`src/rtl/pad6_pkg.sv`:
```
package pad6_pkg;
  localparam int BTN_N  = 12;
  localparam int PAD_W  = 6;
  localparam int B_UP   = 0;
  localparam int B_DN   = 1;
  localparam int B_LT   = 2;
  localparam int B_RT   = 3;
  localparam int B_A    = 4;
  localparam int B_B    = 5;
  localparam int B_C    = 6;
  localparam int B_ST   = 7;
  localparam int B_X    = 8;
  localparam int B_Y    = 9;
  localparam int B_Z    = 10;
  localparam int B_MD   = 11;
  localparam int PH_W   = 2;
  typedef logic [PH_W-1:0] phase_t;
  localparam phase_t PH_TOP = phase_t'(2'd3);
  localparam phase_t PH_ZRO = phase_t'(2'd2);
endpackage

```
`src/rtl/pad6_phase.sv`:
```
module pad6_phase
  import pad6_pkg::*;
#(
  parameter int IDLE_TICKS = 1000,
  localparam int CW = (IDLE_TICKS > 1) ? $clog2(IDLE_TICKS) : 1
) (
  input  logic          clk,
  input  logic          rst,
  input  logic          wr,
  input  logic          sel_d,
  input  logic          tick,
  output logic          sel_q,
  output phase_t        phase_q,
  output logic [CW-1:0] idle_q
);
  localparam logic [CW-1:0] IDLE_LAST = CW'(IDLE_TICKS - 1);

  logic rise;
  logic expire;

  assign rise   = wr && !sel_q && sel_d;
  assign expire = tick && (idle_q == IDLE_LAST);

  always_ff @(posedge clk) begin
    if (rst) begin
      sel_q   <= 1'b1;
      phase_q <= '0;
      idle_q  <= '0;
    end else if (wr) begin
      sel_q  <= sel_d;
      idle_q <= '0;
      if (rise && phase_q != PH_TOP)
        phase_q <= phase_t'(phase_q + 1'b1);
    end else if (tick) begin
      if (expire) begin
        phase_q <= '0;
        idle_q  <= '0;
      end else begin
        idle_q  <= idle_q + 1'b1;
      end
    end
  end
endmodule

```
`src/rtl/pad6_encode.sv`:
```
module pad6_encode
  import pad6_pkg::*;
(
  input  logic [BTN_N-1:0] btn,
  input  logic             six_mode,
  input  logic             sel,
  input  phase_t           phase,
  output logic [PAD_W-1:0] pad_n
);
  logic [BTN_N-1:0] p;
  logic [PAD_W-1:0] hi_grp;
  logic [PAD_W-1:0] lo_grp;
  logic [PAD_W-1:0] ext_hi;
  logic [PAD_W-1:0] ext_lo_z;
  logic [PAD_W-1:0] ext_lo_o;

  assign p        = ~btn;
  assign hi_grp   = {p[B_C], p[B_B], p[B_RT], p[B_LT], p[B_DN], p[B_UP]};
  assign lo_grp   = {p[B_ST], p[B_A], 2'b00, p[B_DN], p[B_UP]};
  assign ext_hi   = {p[B_C], p[B_B], p[B_MD], p[B_X], p[B_Y], p[B_Z]};
  assign ext_lo_z = {p[B_ST], p[B_A], 4'b0000};
  assign ext_lo_o = {p[B_ST], p[B_A], 4'b1111};

  always_comb begin
    pad_n = sel ? hi_grp : lo_grp;
    if (six_mode) begin
      if (phase == PH_TOP)
        pad_n = sel ? ext_hi : ext_lo_o;
      else if (phase == PH_ZRO && !sel)
        pad_n = ext_lo_z;
    end
  end
endmodule

```
`src/rtl/pad6_mux.sv`:
```
module pad6_mux
  import pad6_pkg::*;
#(
  parameter int IDLE_TICKS = 1000
) (
  input  logic             clk,
  input  logic             rst,
  input  logic [BTN_N-1:0] btn,
  input  logic             six_mode,
  input  logic             host_wr,
  input  logic             host_sel,
  input  logic             tick,
  output logic [PAD_W-1:0] pad_n
);
  localparam int CW = (IDLE_TICKS > 1) ? $clog2(IDLE_TICKS) : 1;

  logic          sel_q;
  phase_t        phase_q;
  logic [CW-1:0] idle_q;

  pad6_phase #(.IDLE_TICKS(IDLE_TICKS)) u_phase (
    .clk     (clk),
    .rst     (rst),
    .wr      (host_wr),
    .sel_d   (host_sel),
    .tick    (tick),
    .sel_q   (sel_q),
    .phase_q (phase_q),
    .idle_q  (idle_q)
  );

  pad6_encode u_enc (
    .btn      (btn),
    .six_mode (six_mode),
    .sel      (sel_q),
    .phase    (phase_q),
    .pad_n    (pad_n)
  );
endmodule

```
`config.mk`:
```
export PLATFORM = sky130hd
export DESIGN_NAME = pad6_mux
export DESIGN_NICKNAME = d
export VERILOG_FILES = /design/src/rtl/pad6_pkg.sv /design/src/rtl/pad6_phase.sv /design/src/rtl/pad6_encode.sv /design/src/rtl/pad6_mux.sv
export SDC_FILE = /design/constraint.sdc
export NUM_CORES = 1
export LEC_CHECK = 0
export ABC_AREA = 1
export ABC_CLOCK_PERIOD_IN_PS = 1100
export BUFFER_PORTS_ARGS = -buffer_cell sky130_fd_sc_hd__clkbuf_2
export CAP_MARGIN = 0
export CORE_MARGIN = 3
export CORE_UTILIZATION = 27
export CTS_CLUSTER_DIAMETER = 40
export DETAILED_ROUTE_END_ITERATION = 8
export RECOVER_POWER = 100
export SYNTH_ARGS = -nofsm -noshare
export SYNTH_HDL_FRONTEND = slang
export SYNTH_SLANG_ARGS = --single-unit
```
`constraint.sdc`:
```
create_clock -name clk -period 1.1 [get_ports clk]
set_input_delay 0 -clock clk [delete_from_list [all_inputs] [get_ports clk]]
set_output_delay 0 -clock clk [all_outputs]
set_load 0.03 [all_outputs]
```
==> After elaboration in Yosys (flattened, before gate mapping) <==
Cells that the tools add are included.
{ "totals": {"ff_bits": 13, "word_cells": 31, "output_inout_bits": 6, "input_bits": 18} }
{ "classes": {"n_mux": 10, "reduce_logical": 10, "n_bitwise": 1, "eq_ne": 5, "n_addsub": 2} }
{ "ops": {"columns": ["op", "n"], "rows": [
  ["2-to-1 mux 6 bit", 5],
  ["NOT 12 bit", 1],
  ["adder 10 x 1 -> 10 bit, second input constant", 1],
  ["equality test 10 bit, second input constant", 1],
  ["2-to-1 mux 10 bit", 1],
  ["2-to-1 mux 2 bit", 4],
  ["logical AND 1 bit", 5],
  ["equality test 2 bit, second input constant", 2],
  ["nonzero test 2 bit", 2],
  ["AND reduction 3 bit", 1],
  ["adder 2 x 1 -> 2 bit, second input constant", 1],
  ["!= test 2 x 1 -> 1 bit, second input constant", 1],
  ["!= test 2 bit, second input constant", 1],
  ["OR reduction 2 bit", 1],
  ["zero test 1 bit", 1]
]} }

==> Longest topological paths before layout <==
{ "depth": {"word_depth": 6, "depth_mapped": 8, "ltp_nobuf": 8} }

==> Cells and area by module <==
Synthesis repeated with hierarchy kept, for this count alone.
{ "hier_totals": {"hier_cells": 127, "area_unflattened_um2": 800.8} }
{ "by_module_without_submodules": {"columns": ["module", "seq_area_each_um2", "cells_each", "instances", "area_each_um2"], "rows": [
  ["pad6_phase", 260.2, 96, 1, 649.4],
  ["pad6_encode", 0.0, 31, 1, 151.4]
]} }

==> Least setup slack after synthesis <==
No wires, ideal clock.
{ "synth_timing": {"path_kind": "reg2out", "from": "register u_phase.phase_q[0]", "to": "output port pad_n[3]", "stages_incl_launch_ff": 5, "n_path_buf": 0, "t_arrival_ps": 1486, "path_slack_ps": -386, "t_required_ps": 1100, "cell_sequence": "dfxtp_1 > ha_1 > nand2_1 > inv_1 > o31ai_1"} }
{ "synth_between": {"elab_chain_len": 5, "word_cells_on_any_way": 6, "cone_classes": "eq/ne: 2; mux: 3; reduce/logical: 1"} }
{ "synth_lines": {"columns": ["element", "line", "source"], "rows": [
  ["start: declaration", "pad6_phase.sv:13", "output phase_t phase_q,"],
  ["start signal: assignment", "pad6_phase.sv:33", "phase_q <= phase_t'(phase_q + 1'b1);"],
  ["equality test 2 bit", "pad6_encode.sv:29", "else if (phase == PH_ZRO && !sel)"],
  ["logical AND 1 bit", "pad6_encode.sv:29", null],
  ["2-to-1 mux 6 bit", "pad6_encode.sv:29", null],
  ["2-to-1 mux 6 bit (*)", "pad6_encode.sv:27", "if (phase == PH_TOP)"],
  ["2-to-1 mux 6 bit (*)", "pad6_encode.sv:26", "if (six_mode) begin"],
  ["end: declaration", "pad6_mux.sv:13", "output logic [PAD_W-1:0] pad_n"]
]} }
Every way passes the cells marked *; elsewhere a longest branch is shown, timed or not.

==> Worst setup path after layout <==
{ "layout_timing": {"from": "register u_phase.phase_q[0]", "to": "output port pad_n[0]"} }
The elaborated chain is that of the path after synthesis.

==> results by group <==
Critical path
  – R2r startpoint: u_phase.idle_q[1]$_SDFFE_PP0P_
  – Crit Reg-Reg Endpoint: u_phase.idle_q[1]$_SDFFE_PP0P_
  – Crit Path Class: flip-flop to primary output
  – WP data required: 1.10 ns
  – Crit path depth: 5
  – Worst setup EP type: primary output
  – Cell count of the worst reg-to-reg path: 7
  – Critical path peak fanout: 3
  – Crit path max-delay cell type: dfxtp_2
  – Crit-path leading delay family: flip-flops
  – Slowest Stage Delay on Critical Path: 0.37 ns
  – Crit start category: flip-flop
  – Critical path buffer and inverter count: 2
  – Crit path DAT: 1.36 ns
  – Worst-path cell chain: ha_4, nand2_4, buf_6, a22oi_2, clkbuf_8
  – Flop2flop setup slack: -0.08 ns

CTS
  – H-tree depth: 1
  – CTS sink count: 13
  – Clk Latency, worst-skew pair: 0.28 ns
  – Clock buffer depth: 2
  – CTS buffer count: 3
  – Root Driver: clkbuf_4
  – Clock slew at reported path FFs: 0.08 ns
  – CTS tree: done

Floorplanning
  – Die H: 59.2 um
  – Std cell rows: 18
  – Die ar.: 3500 sq um
  – Initial Util: 29.5%
  – Core area: 2590 sq um
  – Chip width: 59.2 um
  – Ports: 24

Yosys
  – Syn avg cell area: 6.75 sq um
  – Yosys warning count: 0
  – Mapped cell area: 763 sq um
  – Sequential share of the synthesized area: 34.1%
  – Post-Synthesis Cells: 113
  – Syn Nets: 134
  – Yosys cell types: 24
  – FF+latch count, synth: 13

Worst hold path
  – Hold path cells: 3
  – Worst min path class: input pin to flip-flop
  – WHS Endpoint: u_phase.sel_q$_SDFFE_PP1P_
  – Hold_sp: host_wr

Timing
  – Fmax: 737 MHz
  – Final Skew: 0.00175 ns
  – Slew HR: 77.8%
  – Worst-Margin Slew: 0.332 ns
  – Final Cycle Share: 123%
  – Slew Viols, Final: 0
  – Tmin final: 1.36 ns
  – TNS Setup: -1.61 ns
  – Finish-stage setup viols: 17
  – RSZ-0062 raised after global routing: yes
  – Final hold violations: 0
  – Worst Slack Setup Final: -0.257 ns

Route
  – Routed vias: 919
  – Routed WL: 2150 um
  – Vias per cell: 4.86
  – Routed Antenna Nets: 0
  – First drt pass iteration count: 4
  – Avg WL per Cell: 11.4 um
  – DRC Markers: 0
  – DRT iter0 DRCs: 24

Run
  – Max-Cap Viols: 0

Placement
  – RePlAce Congestion: 0.773
  – Input/output buffers: 23
  – Detailed Place HPWL: 1520 um

Final layout
  – Nets: 181
  – Final core occ: 53.9%
  – Layout area overhead: 82.8%
  – Share of cells above drive strength 1: 55.3%
  – Ant diodes: 0
  – Filler cells: 251

Global routing
  – Number of global-route vias before repair: 886
  – Initial antenna violation count: 0
  – Gr ovfl total: 0
  – Global-route wire length before repair: 3370 um
  – Largest net degree at the start of global routing: 8
  – Global Route Usage Sum: 12.4%

Run status
  – Status: finished with violations
  – Failing checks: negative setup slack

Pwr
  – Pleak: 0.644 nW
  – PwrDens: 728 nW/um^2
  – Peak supply drop: 0.682 mV
-- cells in the final DEF (no fill, tap or decap), drive strengths merged, types with 2 or more instances in the layout --
cell / instances
nand2: 25
clkbuf: 23
buf: 21
nor2: 19
inv: 16
dfxtp: 13
nand3: 10
a21oi: 6
nor3: 4
o21ai: 4
nand4: 3
ha: 3
dlygate4sd3: 3
a22oi: 2
mux2i: 2
-- cell usage after synthesis --
library cell / n / area [sq um]
and3_1: 1 / 6.26
o21ai_2: 1 / 8.76
nand3_1: 9 / 45.0
nor3_1: 4 / 20.0
nand2_1: 23 / 86.3
nor2_1: 17 / 63.8
nor2_2: 1 / 6.26
o21ai_0: 3 / 15.0
nand3_2: 1 / 10.0
nand2_2: 2 / 12.5
a22oi_1: 2 / 15.0
a21boi_0: 1 / 7.51
buf_4: 1 / 7.51
a31oi_1: 1 / 6.26
inv_1: 14 / 52.6
nand4_1: 3 / 18.8
dfxtp_1: 13 / 260
a21oi_1: 6 / 30.0
o31ai_1: 1 / 7.51
a211oi_1: 1 / 7.51
ha_1: 3 / 37.5
inv_2: 2 / 7.51
mux2i_1: 2 / 20.0
nor2_4: 1 / 11.3
-- area by class of cell --
| type | count | area (sq um) | share of cell area [%] |
|---|---|---|---|
| clock buffer | 4 | 26.3 | 1.88 |
| timing repair buffer | 43 | 349 | 25.0 |
| sequential | 13 | 273 | 19.6 |
| inverter | 16 | 67.6 | 4.84 |
| tap | 30 | 37.5 | 2.69 |
| multi-input combinational | 83 | 642 | 46.0 |
-- tightest hold or removal path, cell delays in order --
cell      delay [ns]
clkbuf_2        0.14
a21oi_1         0.08
o21ai_0         0.05
-- logic make-up (layout without fill, tap and decap cells) --
group           count (synthesis)  in the layout  synth area share (%)
mux                             2              2                  2.62
flops                          13             13                  34.1
simple gates                   62             62                  36.7
fa+ha+maj                       3              3                  4.92
buf+inv                        17             63                  8.85
compound gates                 16             16                  12.8
-- report_power, final --
part / total, mW / switching [mW] / internal [mW]
Clock: 0.301 / 0.160 / 0.141
Sequential: 0.483 / 0.00854 / 0.475
Combinational: 0.231 / 0.116 / 0.114
Total: 1.02 / 0.285 / 0.730
-- state kept, by name (all words and copies together), names as in the netlist --
name and count:
u_phase.idle_q 10, u_phase.phase_q 2, u_phase.sel_q 1
-- metal layers --
| layer | track usage (%) | up-vias | part of all wire, % | routed length (um) |
|---|---|---|---|---|
| met5 | 0 | - | 0 | 0 |
| met4 | 4.85 | 0 | 1.3 | 28 |
| met3 | 2.61 | 5 | 6.2 | 133 |
| met2 | 23.7 | 32 | 54 | 1150 |
| met1 | 13.0 | 420 | 39 | 834 |
| li1 | - | 462 | - | - |
-- how the worst max path moves through the flow --
| stage | start | to | slack (ns) |
|---|---|---|---|
| 6_report | u_phase.phase_q[0]$_SDFFE_PP0P_ | pad_n[0] | -0.26 |
| 5_1_grt | u_phase.phase_q[0]$_SDFFE_PP0P_ | pad_n[1] | -0.34 |
| 4_1_cts | u_phase.phase_q[0]$_SDFFE_PP0P_ | pad_n[1] | -0.31 |
| 3_5_place_dp | u_phase.phase_q[0]$_SDFFE_PP0P_ | pad_n[2] | -0.10 |
| 3_3_place_gp | u_phase.phase_q[0]$_SDFFE_PP0P_ | pad_n[2] | -0.08 |
| 2_1_floorplan | u_phase.phase_q[1]$_SDFFE_PP0P_ | pad_n[0] | -0.11 |
-- stage by stage --
step | total power [mW] | worst slack, ns | hold slack, ns | cells | cell area, sq um
final | 1.02 | -0.257 | 0.0267 | 189 | 1400
after global routing | 1.06 | -0.337 | 0.0456 | 189 | 1400
after CTS | 1.00 | -0.306 | 0.00740 | 188 | 1260
after detailed placement | 0.656 | -0.101 | 0.220 | 179 | 1060
after global placement | 0.653 | -0.0812 | 0.230 | 179 | 1060
after floorplan | 0.586 | -0.114 | 0.0691 | 113 | 810
-- repair_timing --
item,in CTS,in global routing
setup buffers,2,1
setup endpoints to repair,17,18
hold buffers,3,0
gates resized for setup,33,38
pin swaps,10,10
hold endpoints to repair,2,0
No activity file was read; power rests on OpenSTA's default activity.
